--- config.mk ---
export PLATFORM = sky130hd
export DESIGN_NAME = tmr16_capture
export DESIGN_NICKNAME = d
export VERILOG_FILES = /design/src/rtl/tmr16_cap_pkg.sv /design/src/rtl/tmr_fall_detect.sv /design/src/rtl/tmr_prescale.sv /design/src/rtl/tmr16_capture.sv
export SDC_FILE = /design/constraint.sdc
export NUM_CORES = 1
export LEC_CHECK = 0
export BUFFER_PORTS_ARGS = -buffer_cell sky130_fd_sc_hd__buf_2
export CORE_MARGIN = 2
export CORE_UTILIZATION = 40
export CTS_CLUSTER_DIAMETER = 80
export DETAILED_ROUTE_END_ITERATION = 10
export HOLD_SLACK_MARGIN = 0.06
export PLACE_DENSITY_LB_ADDON = 0.1
export SYNTH_ARGS = -nofsm -noshare
export SYNTH_HDL_FRONTEND = slang
export SYNTH_SLANG_ARGS = --single-unit
export TNS_END_PERCENT = 50
--- constraint.sdc ---
create_clock -name clk -period 2.8 [get_ports clk]
set_clock_uncertainty 0.15 [all_clocks]
set_input_delay 0.42 -clock clk [delete_from_list [all_inputs] [get_ports clk]]
set_output_delay 0.42 -clock clk [all_outputs]
set_load 0.01 [all_outputs]
--- src/rtl/tmr16_cap_pkg.sv ---
package tmr16_cap_pkg;
    localparam logic [1:0] ADDR_COUNT = 2'd0;
    localparam logic [1:0] ADDR_CAPT  = 2'd1;
    localparam logic [1:0] ADDR_CTRL  = 2'd2;

    localparam int CB_MODE  = 0;
    localparam int CB_SRC   = 1;
    localparam int CB_RUN   = 2;
    localparam int CB_CAPEN = 3;
    localparam int CB_OVF   = 7;

    localparam logic [7:0] CTRL_MASK = 8'h8F;

    typedef enum logic {
        LVL_LOW,
        LVL_HIGH
    } lvl_state_t;

    typedef enum logic [1:0] {
        SRC_HALT,
        SRC_SYSCLK,
        SRC_DIV12,
        SRC_PIN
    } src_t;
endpackage

--- src/rtl/tmr_fall_detect.sv ---
module tmr_fall_detect
    import tmr16_cap_pkg::*;
#(
    parameter int STAGES = 2
) (
    input  logic clk,
    input  logic rst_n,
    input  logic pin,
    output logic fall
);
    logic [STAGES-1:0] sync_q;
    lvl_state_t        state_q;
    lvl_state_t        state_d;
    logic              lvl;

    assign lvl = sync_q[STAGES-1];

    always_ff @(posedge clk or negedge rst_n) begin
        if (!rst_n) begin
            sync_q <= '0;
        end else begin
            sync_q <= {sync_q[STAGES-2:0], pin};
        end
    end

    always_comb begin
        state_d = lvl ? LVL_HIGH : LVL_LOW;
    end

    always_ff @(posedge clk or negedge rst_n) begin
        if (!rst_n) begin
            state_q <= LVL_LOW;
        end else begin
            state_q <= state_d;
        end
    end

    always_comb begin
        fall = 1'b0;
        unique case (state_q)
            LVL_HIGH: fall = !lvl;
            LVL_LOW:  fall = 1'b0;
            default:  fall = 1'b0;
        endcase
    end

    // one pulse per falling edge
    a_r6_single_pulse: assert property (@(posedge clk) disable iff (!rst_n)
        fall |=> !fall);
    a_r7_pulse_moves_low: assert property (@(posedge clk) disable iff (!rst_n)
        fall |=> state_q == LVL_LOW);
endmodule

--- src/rtl/tmr_prescale.sv ---
module tmr_prescale #(
    parameter int DIV = 12
) (
    input  logic clk,
    input  logic rst_n,
    input  logic run,
    output logic tick
);
    generate
        if (DIV <= 1) begin : g_pass
            assign tick = run;
        end else begin : g_div
            localparam int PW = $clog2(DIV);
            localparam logic [PW-1:0] LAST = PW'(DIV - 1);
            logic [PW-1:0] ps_q;

            always_ff @(posedge clk or negedge rst_n) begin
                if (!rst_n) begin
                    ps_q <= '0;
                end else if (!run) begin
                    ps_q <= '0;
                end else if (ps_q == LAST) begin
                    ps_q <= '0;
                end else begin
                    ps_q <= ps_q + 1'b1;
                end
            end

            assign tick = run && (ps_q == LAST);

            // prescaler restarts when idle; ticks are isolated
            a_r5_restart: assert property (@(posedge clk) disable iff (!rst_n)
                !run |=> ps_q == '0);
            a_r5_isolated: assert property (@(posedge clk) disable iff (!rst_n)
                tick |=> !tick);
        end
    endgenerate
endmodule

--- src/rtl/tmr16_capture.sv ---
module tmr16_capture
    import tmr16_cap_pkg::*;
#(
    parameter int CNT_W       = 16,
    parameter int PRESCALE    = 12,
    parameter int SYNC_STAGES = 2
) (
    input  logic             clk,
    input  logic             rst_n,
    input  logic             wr_en,
    input  logic [1:0]       addr,
    input  logic [CNT_W-1:0] wdata,
    output logic [CNT_W-1:0] rdata,
    input  logic             div12_sel,
    input  logic             irq_en,
    input  logic             cnt_pin,
    input  logic             cap_pin,
    output logic             irq
);
    localparam int PAD_W = CNT_W - 8;

    logic [CNT_W-1:0] cnt_q;
    logic [CNT_W-1:0] cap_q;
    logic [7:0]       ctrl_q;
    logic             run_cap;
    logic             cap_arm;
    logic             cnt_fall;
    logic             cap_fall;
    logic             ps_tick;
    logic             inc;
    logic             cnt_wr;
    logic             ctrl_wr;
    logic             ovf_now;
    logic             cap_fire;
    src_t             src;

    tmr_fall_detect #(.STAGES(SYNC_STAGES)) u_cnt_edge (
        .clk  (clk),
        .rst_n(rst_n),
        .pin  (cnt_pin),
        .fall (cnt_fall)
    );

    tmr_fall_detect #(.STAGES(SYNC_STAGES)) u_cap_edge (
        .clk  (clk),
        .rst_n(rst_n),
        .pin  (cap_pin),
        .fall (cap_fall)
    );

    tmr_prescale #(.DIV(PRESCALE)) u_presc (
        .clk  (clk),
        .rst_n(rst_n),
        .run  (run_cap),
        .tick (ps_tick)
    );

    assign run_cap = ctrl_q[CB_MODE] && ctrl_q[CB_RUN];
    assign cap_arm = run_cap && ctrl_q[CB_CAPEN];

    always_comb begin
        if (!run_cap) begin
            src = SRC_HALT;
        end else if (ctrl_q[CB_SRC]) begin
            src = SRC_PIN;
        end else if (div12_sel) begin
            src = SRC_DIV12;
        end else begin
            src = SRC_SYSCLK;
        end
    end

    always_comb begin
        inc = 1'b0;
        unique case (src)
            SRC_HALT:   inc = 1'b0;
            SRC_SYSCLK: inc = 1'b1;
            SRC_DIV12:  inc = ps_tick;
            SRC_PIN:    inc = cnt_fall;
            default:    inc = 1'b0;
        endcase
    end

    assign cnt_wr   = wr_en && (addr == ADDR_COUNT);
    assign ctrl_wr  = wr_en && (addr == ADDR_CTRL);
    assign ovf_now  = inc && (&cnt_q) && !cnt_wr;
    assign cap_fire = cap_fall && cap_arm;

    always_ff @(posedge clk or negedge rst_n) begin
        if (!rst_n) begin
            cnt_q <= '0;
        end else if (cnt_wr) begin
            cnt_q <= wdata;
        end else if (inc) begin
            cnt_q <= cnt_q + 1'b1;
        end
    end

    always_ff @(posedge clk or negedge rst_n) begin
        if (!rst_n) begin
            cap_q <= '0;
        end else if (cap_fire) begin
            cap_q <= cnt_q;
        end
    end

    always_ff @(posedge clk or negedge rst_n) begin
        if (!rst_n) begin
            ctrl_q <= '0;
        end else begin
            if (ctrl_wr) begin
                ctrl_q <= wdata[7:0] & CTRL_MASK;
            end
            if (ovf_now) begin
                ctrl_q[CB_OVF] <= 1'b1;
            end
        end
    end

    always_comb begin
        rdata = '0;
        unique case (addr)
            ADDR_COUNT: rdata = cnt_q;
            ADDR_CAPT:  rdata = cap_q;
            ADDR_CTRL:  rdata = {{PAD_W{1'b0}}, ctrl_q};
            default:    rdata = '0;
        endcase
    end

    assign irq = ctrl_q[CB_OVF] && irq_en;

    // counter holds while inactive and not written
    a_r3_hold: assert property (@(posedge clk) disable iff (!rst_n)
        (!run_cap && !cnt_wr) |=> $stable(cnt_q));
    // capture takes the pre-step count
    a_r7_capture_value: assert property (@(posedge clk) disable iff (!rst_n)
        cap_fire |=> cap_q == $past(cnt_q));
    // disarmed capture leaves register alone
    a_r8_capture_gated: assert property (@(posedge clk) disable iff (!rst_n)
        !cap_arm |=> $stable(cap_q));
    // wrap sets the flag regardless of a same-edge control write
    a_r9_wrap_flag: assert property (@(posedge clk) disable iff (!rst_n)
        (inc && (&cnt_q) && !cnt_wr) |=> (ctrl_q[CB_OVF] && cnt_q == '0));
    // interrupt requires enable
    a_r11_irq_gate: assert property (@(posedge clk) disable iff (!rst_n)
        irq |-> (irq_en && ctrl_q[CB_OVF]));
    // written value wins over a step
    a_r12_write_wins: assert property (@(posedge clk) disable iff (!rst_n)
        cnt_wr |=> cnt_q == $past(wdata));
endmodule

# ---- After elaboration in Yosys (flattened, before gate mapping)
# Index checks and enable logic that the tools add are counted.
dict set report word_totals {
  ff_bits 47
  inputBits 25
  out_inout_bits 17
}
dict set report classes {
  n_addsub 2
  eq_ne 6
  n_mux 15
  bitwise_logic 2
  reduce_logical 17
}
# cell n
set op_table {}
lappend op_table {{16-bit case mux with 3 select lines} 1}
lappend op_table {{16-bit two-way mux} 2}
lappend op_table {{16-bit by 1-bit adder with 16-bit output (second input constant)} 1}
lappend op_table {{16-bit AND reduction} 1}
lappend op_table {{1-bit logical AND} 9}
lappend op_table {{4-bit two-way mux} 2}
lappend op_table {{8-bit two-way mux} 1}
lappend op_table {{2-bit equality test (second input constant)} 3}
lappend op_table {{2-bit two-way mux} 3}
lappend op_table {{4-bit by 1-bit adder with 4-bit output (second input constant)} 1}
lappend op_table {{2-bit by 1-bit equality test with 1-bit output (second input constant)} 2}
lappend op_table {{4-bit equality test (second input constant)} 1}
lappend op_table {{2-bit logical NOT} 2}
lappend op_table {{1-bit case mux with 2 select lines} 2}
lappend op_table {{1-bit case mux with 4 select lines} 1}
lappend op_table {{2-bit nonzero test} 2}
lappend op_table {{1-bit logical NOT} 3}
lappend op_table {{1-bit two-way mux} 3}
lappend op_table {{1-bit NOT} 2}

# ---- Longest topological paths before layout
dict set report depth {
  word_depth 8
  depth_mapped 7
  mapped_depth_nobuf 5
}

# ---- Modules after synthesis
# Synthesis repeated with hierarchy kept, for this count alone.
dict set report hier_totals {
  hier_cells 228
  hier_area_um2 2424.8
}
# module instances cells_per_inst area_per_inst_um2 seq_area_each_um2
set modules_own_cells {}
lappend modules_own_cells {tmr16_capture 1 202 2048.2 925.9}
lappend modules_own_cells {tmr_prescale 1 18 198.9 100.1}
lappend modules_own_cells {tmr_fall_detect 2 4 88.8 75.1}

# ---- Worst setup path after synthesis
# OpenSTA, ideal clock, no wires.
dict set report synth_path {
  path_kind {register to register}
  from {reg u_presc.g_div.ps_q[0]}
  to {reg cnt_q[9]}
  t_arrival_ps 1775
  required_ps 2568
  path_slack_ps 793
  stages_incl_launch_ff 7
  n_path_buf 1
  synth_period_minus_slack_ps 2007
  cell_sequence {dfrtp_1 -> ha_1 -> nand3b_1 -> a221o_1 -> buf_2 -> or4_1 -> a31oi_1}
}
dict set report synth_via {
  elab_chain_len 4
}
# element line_no
set synth_lines {}
lappend synth_lines {{start, declared} tmr_prescale.sv:15} ;# logic [PW-1:0] ps_q;
lappend synth_lines {{start signal, assigned} tmr_prescale.sv:25} ;# ps_q <= ps_q + 1'b1;
lappend synth_lines {{4-bit equality test} tmr_prescale.sv:29} ;# assign tick = run && (ps_q == LAST);
lappend synth_lines {{1-bit logical AND} tmr_prescale.sv:29}
lappend synth_lines {{1-bit case mux with 4 select lines} tmr16_capture.sv:75} ;# unique case (src)
lappend synth_lines {{2-bit nonzero test (no line)} n/a}
lappend synth_lines {{end signal, assigned} tmr16_capture.sv:93} ;# cnt_q <= wdata;
lappend synth_lines {{end signal, assigned} tmr16_capture.sv:95} ;# cnt_q <= cnt_q + 1'b1;
lappend synth_lines {{end, declared} tmr16_capture.sv:22} ;# logic [CNT_W-1:0] cnt_q;
# No other way between the ends.
# A chain may end at the register's enable or synchronous reset.

# ---- Worst setup path after layout
dict set report layout_path {
  from {reg u_presc.g_div.ps_q[0]}
  to {reg cnt_q[6]}
}
# Same word-level chain as after synthesis.

==> results.cfg <==
[outcome]
outcome = complete, no violations

[sta]
max_slew.worst_pin.slew_ps = 877.1
slew_headroom_pct = 41.51
slew_violations = 0
fmax_mhz = 421.9
finalSetupViolations = 0
finalCritPeriodShare_pct = 84.65
rsz0062_at_grt = false
setup_slack_ps = 429.9
finalSetupTns_ps = 0
period_needed_ps = 2370
timing.hold.ws_ps = 75.89
timing_hold_violations_final = 0

[logic_synthesis]
synth_xor_xnor_area_share_pct = 0.7427
avgSynthCellArea_um2 = 10.30
synth_top_family_by_area = simple AND/OR/NAND/NOR gates
netlist-cell-type-count = 29
synth_fp_nets = 256
synth_mux_area_share_pct = 17.61
yosys_warnings = 0
ys_seq_area_share_pct = 49.87
netlist_instances = 229
synth_compound_area_share_pct = 9.337
synth_seq_cells = 47
syn_area_um2 = 2359
synthAdderAreaFrac_pct = 1.061
synthSimpleGateAreaFrac_pct = 18.89

[route]
drtIter0Drc = 75
vias = 1816
avgViaCountPerCell = 5.357
routed_wl_um = 4959
wire_per_inst_um = 14.63
drt_pre_antenna_iters = 4
drc = 0
postRouteAntennaNets = 0

[cells_and_area]
final_common_cell = dfrtp_1
final_area_um2 = 2769
layoutNonFillerInstCount = 339
drive_gt1_share_pct = 26.59
area_growth_syn_to_layout_pct = 17.40
fin_nets = 293
utilization_pct = 49.38
fillers = 552
final_cell_mix = dfrtp_1, buf_2, nor2_1
antenna_cells = 0

[setup_path]
reg2regPathDepth = 5
crit_type = reg2reg
critical_path_arrival_ps = 2440
worstPathMaxFanout = 31
worstSetupEndpointType = flip-flop
critPathLaunchType = flip-flop
worstPathRequired_ps = 2870

[cts]
cts_tree = built
clock_latency_ps = 300
h-tree-depth = 2
clock_sinks = 47
clockBufferDepth = 2
cts-buffers-inserted = 5
clock_tree.root_cell = clkbuf_8
path_clk_slew_ps = 90

[placement]
dpl_cell_area_um2 = 2626
io_buffers = 41
gp_congestion = 0.7211
dp.cells = 330
pre_cts_slack_ps = 445.6
dp_hpwl_um = 3486

[pwr]
peakVddDrop_v = 0.0003137
finalPower_mw = 2.190
p_per_area_nw_per_um2 = 790.8
power.leakage_nw = 1.243

[global_routing]
globalRouteTotalUtil_pct = 16.60
grt_overflow = 0
grt_pass1_vias = 1644
antenna_found_initial = 0
grt_first_pass_wirelength_um = 8245
grt_max_degree = 48

[floorplanning]
core-area_um2 = 5608
row_count = 27
die-area_um2 = 6526
die_x_um = 80.79
start_util_pct = 42.06
die_y_um = 80.79
io-pin-count = 42

[min_path]
holdPathStages = 1
hp-class = in2reg

[run]
cap_violations = 0
[Yosys cell counts]
cell type | count | share of area [%]
a21oi_1 | 3 | 0.64
a221o_1 | 1 | 0.42
a31oi_1 | 14 | 3.7
and2_1 | 1 | 0.27
and3_1 | 5 | 1.3
and4_1 | 3 | 1.1
buf_1 | 1 | 0.16
buf_2 | 2 | 0.42
clkbuf_1 | 11 | 1.8
dfrtp_1 | 47 | 50
ha_1 | 2 | 1.1
inv_1 | 1 | 0.16
mux2_2 | 20 | 9.5
mux2i_1 | 19 | 8.1
nand2_1 | 15 | 2.4
nand2b_1 | 1 | 0.27
nand3_1 | 7 | 1.5
nand3b_1 | 2 | 0.64
nand4_1 | 2 | 0.53
nor2_1 | 30 | 4.8
nor2b_1 | 2 | 0.53
nor3b_1 | 2 | 0.64
o21ai_0 | 14 | 3.0
o31ai_1 | 5 | 1.6
or3_1 | 10 | 2.7
or3b_2 | 1 | 0.37
or4_1 | 6 | 1.9
xnor2_1 | 1 | 0.37
xor2_1 | 1 | 0.37
[what timing repair did]
| item | 4_1_cts | 5_1_grt |
|---|---|---|
| hold buffers | 1 | 0 |
| setup buffers | 0 | 0 |
| gates resized for setup | 0 | 0 |
| hold endpoints to repair | 47 | 0 |
[per-layer routing]
metal,wire (um),track usage (%),vias up,share of wire [%]
met1,2529,24.05,880,51
met5,0,0,-,0
met2,2215,24.92,25,45
met3,162,3.778,5,3.3
li1,-,-,906,-
met4,52,4.915,0,1.0
[worst max-delay path: stages, from the launching register on]
cell and delay, ps:
dfrtp_1 370, ha_1 220, nand3b_1 110, a221o_1 660
or4_1 610, a31oi_1 170
[kinds of logic after synthesis]
kind of cell	after synthesis
AO/OA/AOI/OAI	37
multiplexers	39
flip-flops	47
XOR/XNOR	2
AND/OR/NAND/NOR	87
buffers and inverters	15
adder cells (fa/ha/maj)	2
[sequential cells by signal, indices dropped and copies added (netlist names)]
| register | flops |
|---|---|
| u_cap_edge.sync_q | 2 |
| cnt_q | 16 |
| u_cnt_edge.sync_q | 2 |
| cap_q | 16 |
| ctrl_q | 5 |
| u_cnt_edge.state_q | 1 |
| u_cap_edge.state_q | 1 |
| u_presc.g_div.ps_q | 4 |
[final cells by class]
| cell class | count | area [um2] | share of cell area [%] |
|---|---|---|---|
| Sequential cell | 47 | 1176 | 42.48 |
| Clock inverter | 2 | 60.06 | 2.169 |
| Multi-Input combinational cell | 167 | 1124 | 40.58 |
| Timing Repair Buffer | 44 | 242.7 | 8.766 |
| Tap cell | 72 | 90.09 | 3.253 |
| Clock buffer | 6 | 72.57 | 2.621 |
| Inverter | 1 | 3.754 | 0.1356 |
[final timing paths]
check                                       from                   end  slack, ps
max                        u_presc.g_div.ps_q[0]              cnt_q[6]        430
min                                      cap_pin  u_cap_edge.sync_q[0]         80
max reg2reg                u_presc.g_div.ps_q[0]              cnt_q[6]        430
min reg2reg                 u_cnt_edge.sync_q[0]  u_cnt_edge.sync_q[1]        200
max in group asynchronous                  rst_n             cap_q[15]       1810
min in group asynchronous                  rst_n  u_cap_edge.sync_q[0]        470
[power breakdown]
part,internal (mW),switching [mW],total [mW]
logic,0.290,0.277,0.567
clock network,0.357,0.223,0.580
registers,0.877,0.165,1.04
total,1.52,0.665,2.19
No activity file was read; power rests on OpenSTA's default activity.
